[src/rtl/tcam_pkg.sv]
package tcam_pkg;
   // Width of a select/index field able to count n items (never zero).
   function automatic int sel_width(input int n);
      return (n > 1) ? $clog2(n) : 1;
   endfunction
endpackage

[src/rtl/tcam_slice_ram.sv]
module tcam_slice_ram #(
   parameter int ADDR_W = 2,
   parameter int DATA_W = 16
) (
   input  logic              clk,
   input  logic              rst_n,
   input  logic              wr_en,
   input  logic [ADDR_W-1:0] wr_addr,
   input  logic [DATA_W-1:0] wr_data,
   input  logic [ADDR_W-1:0] rd_addr,
   output logic [DATA_W-1:0] rd_data
);
   localparam int DEPTH = 1 << ADDR_W;

   logic [DATA_W-1:0] mem [DEPTH];

   // Read and write share one edge; the read sees the old word.
   always_ff @(posedge clk or negedge rst_n) begin
      if (!rst_n) begin
         for (int a = 0; a < DEPTH; a++) mem[a] <= '0;
         rd_data <= '0;
      end else begin
         rd_data <= mem[rd_addr];
         if (wr_en) mem[wr_addr] <= wr_data;
      end
   end

   p_write_lands_r8: assert property (@(posedge clk) disable iff (!rst_n)
      ($past(rst_n) && $past(wr_en)) |-> (mem[$past(wr_addr)] == $past(wr_data)));
endmodule

[src/rtl/tcam_and_stage.sv]
module tcam_and_stage #(
   parameter int SLICES = 4,
   parameter int RULES  = 16
) (
   input  logic                          clk,
   input  logic                          rst_n,
   input  logic                          v_i,
   input  logic [SLICES-1:0][RULES-1:0]  words_i,
   output logic                          v_o,
   output logic [RULES-1:0]              and_o
);
   logic [SLICES:0][RULES-1:0] acc;
   assign acc[0] = '1;

   for (genvar k = 0; k < SLICES; k++) begin : g_acc
      assign acc[k+1] = acc[k] & words_i[k];

      p_and_subset_r4: assert property (@(posedge clk) disable iff (!rst_n)
         ($past(rst_n) && v_o) |-> ((and_o & ~$past(words_i[k])) == '0));
   end

   always_ff @(posedge clk or negedge rst_n) begin
      if (!rst_n) begin
         v_o   <= 1'b0;
         and_o <= '0;
      end else begin
         v_o   <= v_i;
         and_o <= acc[SLICES];
      end
   end
endmodule

[src/rtl/tcam_prio_enc.sv]
module tcam_prio_enc #(
   parameter int RULES = 16,
   parameter int IDX_W = 4
) (
   input  logic             clk,
   input  logic             rst_n,
   input  logic             v_i,
   input  logic [RULES-1:0] m_i,
   output logic             v_o,
   output logic             hit_o,
   output logic [IDX_W-1:0] idx_o,
   output logic [RULES-1:0] m_o
);
   logic [IDX_W-1:0] idx_c;

   // Scan from the top so the lowest set bit is written last and wins.
   always_comb begin
      idx_c = '0;
      for (int i = RULES - 1; i >= 0; i--)
         if (m_i[i]) idx_c = IDX_W'(i);
   end

   always_ff @(posedge clk or negedge rst_n) begin
      if (!rst_n) begin
         v_o   <= 1'b0;
         hit_o <= 1'b0;
         idx_o <= '0;
         m_o   <= '0;
      end else begin
         v_o   <= v_i;
         hit_o <= |m_i;
         idx_o <= idx_c;
         m_o   <= m_i;
      end
   end

   p_lowest_wins_r6: assert property (@(posedge clk) disable iff (!rst_n)
      hit_o |-> (m_o[idx_o] &&
                 ((m_o & ((RULES'(1) << idx_o) - RULES'(1))) == '0)));

   p_miss_clean_r7: assert property (@(posedge clk) disable iff (!rst_n)
      !hit_o |-> (idx_o == '0 && m_o == '0));
endmodule

[src/rtl/tcam_sram_lookup.sv]
module tcam_sram_lookup #(
   parameter int KEY_W   = 8,
   parameter int SLICE_W = 2,
   parameter int RULES   = 16,
   localparam int SLICES = KEY_W / SLICE_W,
   localparam int SEL_W  = tcam_pkg::sel_width(SLICES),
   localparam int IDX_W  = tcam_pkg::sel_width(RULES)
) (
   input  logic               clk,
   input  logic               rst_n,
   input  logic               srch_valid,
   input  logic [KEY_W-1:0]   srch_key,
   input  logic               wr_en,
   input  logic [SEL_W-1:0]   wr_slice,
   input  logic [SLICE_W-1:0] wr_addr,
   input  logic [RULES-1:0]   wr_data,
   output logic               res_valid,
   output logic               res_hit,
   output logic [IDX_W-1:0]   res_index,
   output logic [RULES-1:0]   res_match
);
   if (KEY_W % SLICE_W != 0) begin : g_bad_split
      $error("KEY_W must be a multiple of SLICE_W");
   end
   if (SLICE_W < 1 || SLICE_W > 12) begin : g_bad_slice
      $error("SLICE_W out of range");
   end
   if (RULES < 1) begin : g_bad_rules
      $error("RULES must be at least 1");
   end

   logic [SLICES-1:0][RULES-1:0] rd_words;
   logic                         v_rd;
   logic                         v_and;
   logic [RULES-1:0]             and_vec;

   for (genvar k = 0; k < SLICES; k++) begin : g_slice
      tcam_slice_ram #(.ADDR_W(SLICE_W), .DATA_W(RULES)) u_ram (
         .clk     (clk),
         .rst_n   (rst_n),
         .wr_en   (wr_en && (wr_slice == SEL_W'(k))),
         .wr_addr (wr_addr),
         .wr_data (wr_data),
         .rd_addr (srch_key[k*SLICE_W +: SLICE_W]),
         .rd_data (rd_words[k])
      );
   end

   always_ff @(posedge clk or negedge rst_n) begin
      if (!rst_n) v_rd <= 1'b0;
      else        v_rd <= srch_valid;
   end

   tcam_and_stage #(.SLICES(SLICES), .RULES(RULES)) u_and (
      .clk     (clk),
      .rst_n   (rst_n),
      .v_i     (v_rd),
      .words_i (rd_words),
      .v_o     (v_and),
      .and_o   (and_vec)
   );

   tcam_prio_enc #(.RULES(RULES), .IDX_W(IDX_W)) u_enc (
      .clk   (clk),
      .rst_n (rst_n),
      .v_i   (v_and),
      .m_i   (and_vec),
      .v_o   (res_valid),
      .hit_o (res_hit),
      .idx_o (res_index),
      .m_o   (res_match)
   );

   p_valid_latency_r5: assert property (@(posedge clk) disable iff (!rst_n)
      ($past(rst_n, 1) && $past(rst_n, 2) && $past(rst_n, 3))
         |-> (res_valid == $past(srch_valid, 3)));

   p_hit_flag_r6: assert property (@(posedge clk) disable iff (!rst_n)
      res_hit == (res_match != '0));
endmodule

[config.mk]
export PLATFORM = sky130hd
export DESIGN_NAME = tcam_sram_lookup
export DESIGN_NICKNAME = d
export VERILOG_FILES = /design/src/rtl/tcam_pkg.sv /design/src/rtl/tcam_slice_ram.sv /design/src/rtl/tcam_and_stage.sv /design/src/rtl/tcam_prio_enc.sv /design/src/rtl/tcam_sram_lookup.sv
export SDC_FILE = /design/constraint.sdc
export NUM_CORES = 1
export LEC_CHECK = 0
export ABC_AREA = 1
export BUFFER_PORTS_ARGS = -buffer_cell sky130_fd_sc_hd__buf_2
export CORE_MARGIN = 5
export CORE_UTILIZATION = 64
export CTS_BUF_LIST = sky130_fd_sc_hd__clkbuf_4
export DETAILED_ROUTE_END_ITERATION = 8
export PLACE_DENSITY = 0.82
export SYNTH_ARGS = -nofsm -noshare
export SYNTH_HDL_FRONTEND = slang
export SYNTH_SLANG_ARGS = --single-unit
[constraint.sdc]
create_clock -name clk -period 1.8 [get_ports clk]
set_clock_uncertainty 0.15 [all_clocks]
set_input_delay 0.54 -clock clk [delete_from_list [all_inputs] [get_ports clk]]
set_output_delay 0.54 -clock clk [all_outputs]
set_load 0.01 [all_outputs]
==> impl_metrics.env, run 1 <==
export IMPL_status="finished, violations left"
export IMPL_violations="setup timing"
export IMPL_gr_total_overflow=0
export IMPL_startpoint_type="flop"
export IMPL_cts_clk_slew_worst_paths_ns=0.06
export IMPL_critical_path_max_fanout=1
export IMPL_p_leak_uw=0.007670
export IMPL_required_ns=1.11
export IMPL_hpwlAfterDp_mm=20.77
export IMPL_hold_path_class="in2reg"
export IMPL_cp_num_buf_inv=1
export IMPL_core_area_sq_um=21150
export IMPL_synth_warnings=0
export IMPL_tightestPinTransition_ns=0.4246
export IMPL_finalHoldViolations=0
export IMPL_die_h_microns=157.0
export IMPL_start_util_pct=65.35
export IMPL_layout_setup_ws_ns=-0.09112
export IMPL_post_route_min_period_ns=1.891
export IMPL_wl_per_cell_microns=17.79
export IMPL_clock_latency_ns=0.70
export IMPL_max_freq_mhz=528.8
export IMPL_numPortBuffers=53
export IMPL_cpMaxStageDelayCell="dfrtp_1"
export IMPL_cts_root_buffer="clkbuf_4"
export IMPL_drv_slew=0
export IMPL_cts_htree_levels=3
export IMPL_ir_worst_vdd_mv=0.7600
export IMPL_syn_area_per_cell_sq_um=9.599
export IMPL_num_vias=10875
export IMPL_fin_setup_tns_ns=-1.447
export IMPL_max_slew_margin_pct=71.43
export IMPL_clkSinkCount=360
export IMPL_cp_arrival_ns=1.20
export IMPL_antenna_found_initial=1
export IMPL_yosysUniqueCellTypes=21
export IMPL_grt_pass1_vias=10841
export IMPL_syn_area_sq_um=13820
export IMPL_max_stage_delay_ns=0.37
export IMPL_ios=54
export IMPL_worstPathCellList="buf_2"
export IMPL_finalCritPeriodShare_pct=105.1
export IMPL_ys_ff_latch=360
export IMPL_rsz0062_at_grt="yes"
export IMPL_place_inst=1746
export IMPL_grt_first_pass_wirelength_mm=54.30
export IMPL_grt_start_max_net_pins=75
export IMPL_grt_total_usage_pct=28.34
export IMPL_die_area_sq_um=24640
export IMPL_fin_nets=1597
export IMPL_cts_tree="built"
export IMPL_drtIter0Drc=932
export IMPL_max_cap_violations=0
export IMPL_numCtsBuffers=89
export IMPL_worstSetupEndpointType="output pin"
export IMPL_clockBufferDepth=3
export IMPL_ys_seq_area_share_pct=65.17
export IMPL_cp_top_family="flip-flops"
export IMPL_final_util_pct=75.31
export IMPL_firstDrtPassIters=5
export IMPL_p_per_area_nw_per_um2=1191
export IMPL_die_w_microns=157.0
export IMPL_vias_per_cell=5.778
export IMPL_syn_num_nets=1472
export IMPL_finalSetupViolCount=22
export IMPL_area_growth_pct=15.24
export IMPL_gp_congestion=0.8750
export IMPL_crit_type="reg2out"
export IMPL_synth_cells=1440
export IMPL_rows=53
export IMPL_drc=0
export IMPL_wirelength_mm=33.47
export IMPL_r2r_slack_ns=0.28
export IMPL_finalNonFillerCells=1882
export IMPL_final_layout_size_suffix_gt1_share_pct=17.06
export IMPL_ant_nets=0
flip-flops by register name, indices dropped and copies added, names as in the netlist:
register	count
u_enc.v_o	1
u_enc.idx_o	4
u_and.and_o	16
v_rd	1
u_and.v_o	1
u_enc.hit_o	1
g_slice.u_ram.rd_data	64
u_enc.m_o	16
g_slice.u_ram.mem	256
metrics by stage:
step / setup slack (ns) / hold WS (ns) / total power, uW / cell area [sq um]
after floorplan: 0.2315 / 0.09441 / 11840 / 13820
after global placement: 0.009671 / 0.1832 / 12730 / 14900
after detailed placement: -0.06460 / 0.1847 / 12950 / 14900
after CTS: -0.1322 / 0.007537 / 19110 / 15910
after global routing: -0.1404 / 0.03843 / 20070 / 15930
final: -0.09112 / 0.04734 / 18980 / 15930
final timing paths:
kind / from / endpoint / depth (start not counted)
min reg2reg: u_and.v_o / u_enc.v_o / 0
max: u_enc.m_o[10] / res_match[10] / 1
min in group asynchronous: rst_n / g_slice[1].u_ram.mem[9] / 2
max in group asynchronous: rst_n / g_slice[0].u_ram.mem[13] / 3
max reg2reg: u_and.and_o[14] / u_enc.idx_o[0] / 15
min: srch_key[7] / g_slice[3].u_ram.rd_data[3] / 3
report_power, final:
group,total (uW),switching [uW],leakage (uW),internal [uW]
Combinational,2500,1480,0.00254,1020
Sequential,10300,761,0.00453,9580
Clock,6140,2960,0.000603,3180
cell usage in the layout, fill, tap and decap left out:
cell	n
dfrtp_1	360
o21ai_0	336
nand2_1	267
nor2_1	202
clkbuf_4	128
o22ai_1	64
buf_4	50
buf_2	49
a21oi_1	42
inv_1	42
buf_12	24
nand3_1	10
a21oi_2	9
nor2_2	3
nor3_1	3
inv_2	3
dlygate4sd3_1	3
buf_6	3
diode_2	1
nor3_4	1
or2_2	1
nand4_1	1
nor4_1	1
nand2_2	1
clkinv_2	1
clkinv_1	1
buf_8	1
routing by layer:
layer  up-vias  GRT usage, %  share of wire [%]
li1       5072             -                  -
met1      5213         36.89                 39
met2       470         44.01                 47
met3       120         6.076                7.5
met4         0         17.64                5.8
met5         -             0                  0
layout make-up:
class	instances	area, sq um
flip-flops and latches	360	9009
fillers	1425	5224
multi-input cells	941	4257
repair buffers	130	1180
clock buffers	128	960.9
well taps	275	344.1
inverters	43	161.4
clock inverters	4	16.27
diodes	1	2.502
synth_stat cells (all sizes together):
cell,n,area [sq um]
a21oi,51,289.0
buf,9,70.07
clkbuf,87,326.6
dfrtp,360,9009
inv,43,161.4
nand2,268,1008
nand3,10,50.05
nand4,1,6.260
nor2,205,777.0
nor3,4,31.28
nor4,1,6.260
o21ai,336,1682
o22ai,64,400.4
or2,1,6.260
worst reg2reg max path, cell delays in order (launching register included):
cell	delay, ns
dfrtp_1	0.39
inv_1	0.07
nand2_1	0.04
nand2_1	0.06
nand2_1	0.06
nand2_1	0.07
nand2_1	0.05
nand2_1	0.05
nand2_1	0.05
nand2_1	0.06
nand2_1	0.06
nand2_1	0.05
nand2_1	0.05
nand2_1	0.05
nand2_1	0.05
a21oi_1	0.12
logic make-up (layout without fill, tap and decap cells):
kind of cell	after synthesis	count (layout)	share of synthesized area, %
simple gates	490	490	13.64
other cells	0	1	0
buf+inv	139	305	4.037
compound gates	451	451	17.15
flops	360	360	65.17
timing repair:
action,CTS,global route
hold endpoints to repair,338,0
setup endpoints to repair,22,22
hold buffers,3,0
gates resized for setup,0,3
buffers inserted,0,0
(Power assumes the default switching activity.)
==> run 2: changes to the inputs <==
--- a/config.mk
+++ b/config.mk
@@ -5,8 +5,8 @@
 export SDC_FILE = /design/constraint.sdc
 export NUM_CORES = 1
 export LEC_CHECK = 0
-export ABC_AREA = 1
 export BUFFER_PORTS_ARGS = -buffer_cell sky130_fd_sc_hd__buf_2
+export CAP_MARGIN = 20
 export CORE_MARGIN = 5
 export CORE_UTILIZATION = 64
 export CTS_BUF_LIST = sky130_fd_sc_hd__clkbuf_4
==> run 2 against run 1 <==
Compared with the run above:
- the run still ends with setup timing left
- clock power barely moved
- fmax increased by 1.1%
- cell area up 4.0%
- count of clock-buffer cells in the layout shrank 11
- non-clock buffer count is 23 lower
- critical path depth did not move
- synthesized cell count down 44%
- first-iteration DRC count down 50%
- via count decreased by 29%
- core utilization up 1.1 points
- wire length decreased by 9.5%
- hold slack better by 0.10 ns
==> impl_metrics.env, run 2 <==
export IMPL_firstDrtPassIters=6
export IMPL_worstSetupEndpointType="output pin"
export IMPL_synth_warnings=0
export IMPL_max_slew_margin_pct=73.61
export IMPL_fin_nets=979
export IMPL_ys_ff_latch=360
export IMPL_total_power_uw=20050
export IMPL_die_area_sq_um=24980
export IMPL_grt_first_pass_wirelength_mm=49.61
export IMPL_clkSinkCount=360
export IMPL_cp_depth=1
export IMPL_max_stage_delay_ns=0.38
export IMPL_critical_path_max_fanout=1
export IMPL_grt_start_max_net_pins=75
export IMPL_tightestPinTransition_ns=0.3922
export IMPL_yosysTopAreaCell="dfrtp_1"
export IMPL_rows=54
export IMPL_wirelength_mm=30.28
export IMPL_place_inst=1137
export IMPL_synth_area_leaders="dfrtp_1 (64%), mux2_2 (21%), mux4_2 (10%), and4_1 (1.0%), buf_2 (0.96%)"
export IMPL_clock_latency_ns=0.69
export IMPL_dr_wl_met2_mm=15.59
export IMPL_cp_startpoint="u_enc.m_o[10]"
export IMPL_required_ns=1.11
export IMPL_finalHoldViolations=0
export IMPL_crit_type="reg2out"
export IMPL_startpoint_type="flop"
export IMPL_num_vias=7685
export IMPL_post_route_min_period_ns=1.871
export IMPL_wl_met3_mm=1.901
export IMPL_top_register="g_slice.u_ram.mem"
export IMPL_ir_worst_vdd_mv=0.8128
export IMPL_violations="setup timing"
export IMPL_drtIter0Drc=468
export IMPL_m1WireLength_mm=12.01
export IMPL_p_leak_uw=0.007565
export IMPL_cts_setup_buffers=0
export IMPL_place_area_sq_um=15540
export IMPL_max_cap_violations=0
export IMPL_largest_reg_flops=256
export IMPL_reg2reg_depth=3
export IMPL_cts_clk_slew_worst_paths_ns=0.07
export IMPL_maxUsedRoutingLayer="met5"
export IMPL_grt_pass1_vias=8935
export IMPL_synth_cells=804
export IMPL_yosysUniqueCellTypes=28
export IMPL_final_common_cell="dfrtp_1"
export IMPL_status="finished, violations left"
export IMPL_final_layout_size_suffix_gt1_share_pct=56.17
export IMPL_p_per_area_nw_per_um2=1210
export IMPL_area_growth_pct=18.12
export IMPL_cp_top_family="flip-flops"
export IMPL_numCtsBuffers=86
export IMPL_wl_per_cell_microns=23.69
export IMPL_r2r_slack_ns=0.35
export IMPL_core_area_sq_um=21690
export IMPL_most_common_layout_cells="dfrtp_1 (360), mux2_2 (191), clkbuf_4 (117)"
export IMPL_drv_slew=0
export IMPL_whs_path_depth=2
export IMPL_yosysMostFrequentCell="dfrtp_1"
export IMPL_ios=54
export IMPL_start_util_pct=64.68
export IMPL_synthFlopType="dfrtp_1"
export IMPL_grt_total_usage_pct=26.34
export IMPL_cts_tree="built"
export IMPL_layout_setup_ws_ns=-0.07138
export IMPL_worstPathCellList="buf_6"
export IMPL_synthArstFlopShare_pct=100.0
export IMPL_finalSetupViolCount=22
export IMPL_finalCritPeriodShare_pct=104.0
export IMPL_finalNonFillerCells=1278
export IMPL_synth_top_area_share_pct=64.22
export IMPL_syn_num_nets=836
export IMPL_cp_arrival_ns=1.18
export IMPL_rsz0062_at_grt="yes"
export IMPL_vias_per_cell=6.013
export IMPL_synth_edff_count=0
export IMPL_cts_root_buffer="clkbuf_4"
export IMPL_final_util_pct=76.40
export IMPL_clockBufferDepth=3
export IMPL_die_w_microns=158.1
export IMPL_timing_rr_start="u_and.and_o[8]"
export IMPL_gp_congestion=0.8123
export IMPL_crit_path_end="res_match[10]"
export IMPL_hold_path_class="in2reg"
export IMPL_ant_nets=0
export IMPL_cts_htree_levels=3
export IMPL_numPortBuffers=53
export IMPL_largest_registers="g_slice.u_ram.mem: 256 flops, g_slice.u_ram.rd_data: 64 flops"
export IMPL_antenna_found_initial=3
export IMPL_hpwlAfterDp_mm=19.62
export IMPL_cpMaxStageDelayCell="dfrtp_1"
export IMPL_ys_seq_area_share_pct=64.22
export IMPL_drc=0
export IMPL_gr_total_overflow=0
export IMPL_syn_area_sq_um=14030
export IMPL_max_freq_mhz=534.4
export IMPL_r2r_end="u_enc.hit_o"
export IMPL_syn_area_per_cell_sq_um=17.45
export IMPL_cp_num_buf_inv=1
export IMPL_synthTopCellsByCount="dfrtp_1 (360), mux2_2 (256), mux4_2 (64), buf_2 (27), clkbuf_1 (24)"
export IMPL_die_h_microns=158.1
export IMPL_final_cell_area_sq_um=16570
## run 2: cell types whose count changed after synthesis, sizes merged, moves of 4 or more
| cell | change |
|---|---|
| inv | -40 |
| a21oi | -47 |
| nand2b | +6 |
| mux4 | +64 |
| clkbuf | -63 |
| o21ai | -334 |
| nor2 | -189 |
| nand3 | -9 |
| mux2 | +256 |
| nand2 | -262 |
| and4 | +16 |
| buf | +19 |
| o22ai | -63 |
| nand3b | +4 |
## run 2: cell families after synthesis
| family | count (synthesis) | synth area share [%] |
|---|---|---|
| flip-flops | 360 | 64.22 |
| multiplexers | 320 | 30.82 |
| AND/OR/NAND/NOR | 59 | 2.792 |
| buffers and inverters | 55 | 1.739 |
| AO/OA/AOI/OAI | 10 | 0.4282 |
## run 2: timing repair
item                                   CTS  global route
resized for setup                        1             3
hold buffers                             2             0
setup endpoints to repair               22            22
endpoints found under the hold margin  278             0
## run 2: final cells by class
| cell class | count | area [sq um] |
|---|---|---|
| inverters | 3 | 11.26 |
| multi-input cells | 389 | 5079 |
| clock inverters | 21 | 105.1 |
| well taps | 280 | 350.3 |
| diodes | 1 | 2.502 |
| flip-flops and latches | 360 | 9009 |
| fillers | 1188 | 5117 |
| clock buffers | 117 | 878.3 |
| repair buffers | 107 | 1136 |
## run 2: worst min path at each step
stage / start / end / slack [ns]
3_5_place_dp: u_and.v_o / u_enc.v_o / 0.19
2_1_floorplan: rst_n / g_slice[0].u_ram.mem[0] / 0.09
4_1_cts: rst_n / g_slice[3].u_ram.mem[17] / 0.13
3_3_place_gp: v_rd / u_and.v_o / 0.18
5_1_grt: rst_n / v_rd / 0.13
6_report: wr_data[15] / g_slice[2].u_ram.mem[47] / 0.15
## run 2: report_power, final
group          total, uW  switching [uW]  leakage [uW]  internal [uW]
clock network       6120            3000      0.000592           3120
logic               3110            1080       0.00250           2040
registers          10800             895       0.00447           9930
## run 2: layer usage
layer | up-vias | global-route usage, %
met2 | 226 | 43.76
met3 | 62 | 5.549
met4 | 2 | 9.058
met1 | 4107 | 35.33
li1 | 3288 | -
met5 | - | 0
## run 2: through the flow
step / worst slack, ns / hold slack, ns / TNS, ns
4_1_cts: -0.1206 / 0.1279 / -2.218
5_1_grt: -0.1578 / 0.1309 / -2.915
3_3_place_gp: -0.1792 / 0.1845 / -28.17
6_report: -0.07138 / 0.1513 / -1.156
3_5_place_dp: -0.2536 / 0.1905 / -38.74
2_1_floorplan: -0.09005 / 0.09441 / -4.560
==> run 3: changes to the inputs <==
--- a/config.mk
+++ b/config.mk
@@ -5,13 +5,13 @@
 export SDC_FILE = /design/constraint.sdc
 export NUM_CORES = 1
 export LEC_CHECK = 0
+export ABC_AREA = 1
 export BUFFER_PORTS_ARGS = -buffer_cell sky130_fd_sc_hd__buf_2
 export CAP_MARGIN = 20
 export CORE_MARGIN = 5
-export CORE_UTILIZATION = 64
-export CTS_BUF_LIST = sky130_fd_sc_hd__clkbuf_4
+export CORE_UTILIZATION = 61
 export DETAILED_ROUTE_END_ITERATION = 8
-export PLACE_DENSITY = 0.82
+export PLACE_DENSITY = 0.79
 export SYNTH_ARGS = -nofsm -noshare
 export SYNTH_HDL_FRONTEND = slang
 export SYNTH_SLANG_ARGS = --single-unit
==> run 3 against run 2 <==
Compared with the run above:
- the flow now finishes without violations
- total power up 0.69%
- wire length rose by 11%
- critical path depth did not move
- sequential share of layout area rose by 1.9 points
- die area up 3.2%
- worst setup slack better by 0.17 ns
- first-iteration DRC count rose by 77%
- global-route usage barely moved
- hold slack better by 0.052 ns
- flip-flop and latch count unchanged
- critical path type unchanged
- largest power group unchanged
- highest routed layer is now met4
==> impl_metrics.env, run 3 (synthesized netlist as in run 1, its figures left out) <==
export IMPL_max_cap_violations=0
export IMPL_antenna_found_initial=0
export IMPL_die_w_microns=160.5
export IMPL_max_stage_delay_ns=0.36
export IMPL_fin_nets=1537
export IMPL_place_area_sq_um=14840
export IMPL_max_freq_mhz=588.2
export IMPL_vias_per_cell=5.858
export IMPL_swShare_pct=25.68
export IMPL_cp_top_family="flip-flops"
export IMPL_clock_latency_ns=0.52
export IMPL_wl_per_cell_microns=18.62
export IMPL_place_inst=1749
export IMPL_ant_nets=0
export IMPL_most_common_layout_cells="dfrtp_1 (360), o21ai_0 (336), nand2_1 (267)"
export IMPL_drtIter0Drc=830
export IMPL_clkSinkCount=360
export IMPL_rsz0062_at_grt="no"
export IMPL_critical_path_max_fanout=1
export IMPL_p_seq_share_pct=51.2
export IMPL_clockBufferDepth=3
export IMPL_die_area_sq_um=25770
export IMPL_num_vias=10609
export IMPL_combPwrFrac_pct=12.3
export IMPL_grt_start_max_net_pins=67
export IMPL_hpwlAfterDp_mm=20.13
export IMPL_start_util_pct=61.43
export IMPL_cpMaxStageDelayCell="dfrtp_1"
export IMPL_required_ns=1.11
export IMPL_hold_path_class="reg2reg"
export IMPL_final_util_pct=71.19
export IMPL_drv_slew=0
export IMPL_reg2reg_depth=7
export IMPL_rows=55
export IMPL_p_leak_uw=0.007585
export IMPL_finalHoldViolations=0
export IMPL_ir_worst_vdd_mv=0.7860
export IMPL_gr_total_overflow=0
export IMPL_whs_path_depth=0
export IMPL_finalNonFillerCells=1811
export IMPL_status="finished, final reports clean"
export IMPL_startpoint_type="flop"
export IMPL_cp_depth=1
export IMPL_ios=54
export IMPL_finalSetupViolCount=0
export IMPL_max_slew_margin_pct=75.69
export IMPL_final_cell_area_sq_um=16020
export IMPL_die_h_microns=160.5
export IMPL_grt_busiest_layer="met2"
export IMPL_internal_power_uw=15010
export IMPL_cts_htree_levels=2
export IMPL_grt_pass1_vias=10603
export IMPL_drc=0
export IMPL_core_area_sq_um=22500
export IMPL_cts_clk_slew_worst_paths_ns=0.06
export IMPL_worstPathCellList="buf_2"
export IMPL_grt_util_met2_pct=43.02
export IMPL_power_switching_uw=5184
export IMPL_largest_reg_flops=256
export IMPL_tightestPinTransition_ns=0.3614
export IMPL_p_per_area_nw_per_um2=1260
export IMPL_antenna_cells=0
export IMPL_numPortBuffers=53
export IMPL_p_clk_share_pct=36.4
export IMPL_use_met1_pct=34.40
export IMPL_area_growth_pct=15.89
export IMPL_cts_tree="built"
export IMPL_finalCritPeriodShare_pct=94.45
export IMPL_fin_hold_ws_ns=0.2030
export IMPL_largest_registers="g_slice.u_ram.mem: 256 flops, g_slice.u_ram.rd_data: 64 flops"
export IMPL_post_route_min_period_ns=1.700
export IMPL_grt_first_pass_wirelength_mm=54.11
export IMPL_cts_root_buffer="clkbuf_16"
export IMPL_cp_num_buf_inv=1
export IMPL_cp_arrival_ns=1.01
export IMPL_wirelength_mm=33.72
export IMPL_grt_total_usage_pct=26.36
export IMPL_crit_type="reg2out"
export IMPL_final_common_cell="dfrtp_1"
export IMPL_grtUsageMet3_pct=4.542
export IMPL_final_layout_size_suffix_gt1_share_pct=12.25
export IMPL_numCtsBuffers=37
export IMPL_top_register="g_slice.u_ram.mem"
export IMPL_worstSetupEndpointType="output pin"
export IMPL_gp_congestion=0.8346
export IMPL_firstDrtPassIters=7
==> run 3: cell types whose count changed in the layout (fill, tap and decap cells not counted), sizes merged, moves of 16 or more <==
cell / delta
o21ai: +334
nand2: +262
mux2: -256
nor2: +189
mux4: -64
o22ai: +63
clkbuf: -62
a21oi: +47
inv: +38
and4: -16
==> run 3: final timing paths <==
| kind | start | to | slack, ns |
|---|---|---|---|
| max reg2reg | u_and.and_o[15] | u_enc.idx_o[1] | 0.28 |
| min in group asynchronous | rst_n | v_rd | 0.33 |
| min | v_rd | u_and.v_o | 0.20 |
| max in group asynchronous | rst_n | g_slice[2].u_ram.mem[14] | 0.55 |
| max | u_enc.m_o[15] | res_match[15] | 0.1 |
| min reg2reg | v_rd | u_and.v_o | 0.20 |
==> run 3: routing by layer <==
| metal | share of wire, % | routed length, microns |
|---|---|---|
| met5 | 0 | 0 |
| met4 | 4.9 | 1656 |
| met3 | 6.6 | 2241 |
| met2 | 48 | 16290 |
| met1 | 40 | 13530 |
==> run 3: layout make-up <==
cell class / count / area (sq um)
Clock buffer: 55 / 1084
Sequential cell: 360 / 9009
Multi-Input combinational cell: 941 / 4257
Tap cell: 285 / 356.6
Timing Repair Buffer: 122 / 1074
Fill cell: 1600 / 6484
Clock inverter: 5 / 78.83
Inverter: 43 / 161.4
==> run 3: power groups by stage <==
stage / sequential, uW / clock [uW] / combinational (uW)
2_1_floorplan: 10200 / 0 / 1610
3_3_place_gp: 10400 / 0 / 2320
3_5_place_dp: 10500 / 0 / 2460
4_1_cts: 10300 / 7450 / 2510
5_1_grt: 10500 / 7810 / 2860
6_report: 10300 / 7350 / 2490
==> run 3: metrics by stage <==
stage          setup TNS, ns  worst slack (ns)  total power (uW)
2_1_floorplan              0            0.2315             11840
3_3_place_gp               0           0.04737             12720
3_5_place_dp        -0.09822          -0.02631             12910
4_1_cts                    0           0.08938             20300
5_1_grt                    0           0.07492             21170
6_report                   0           0.09993             20190
==> run 3: what timing repair did <==
| item | 4_1_cts | 5_1_grt |
|---|---|---|
| buffers inserted | 0 | 0 |
| hold endpoints to repair | 18 | 0 |
| hold buffers | 2 | 0 |
| resized for setup | 0 | 0 |
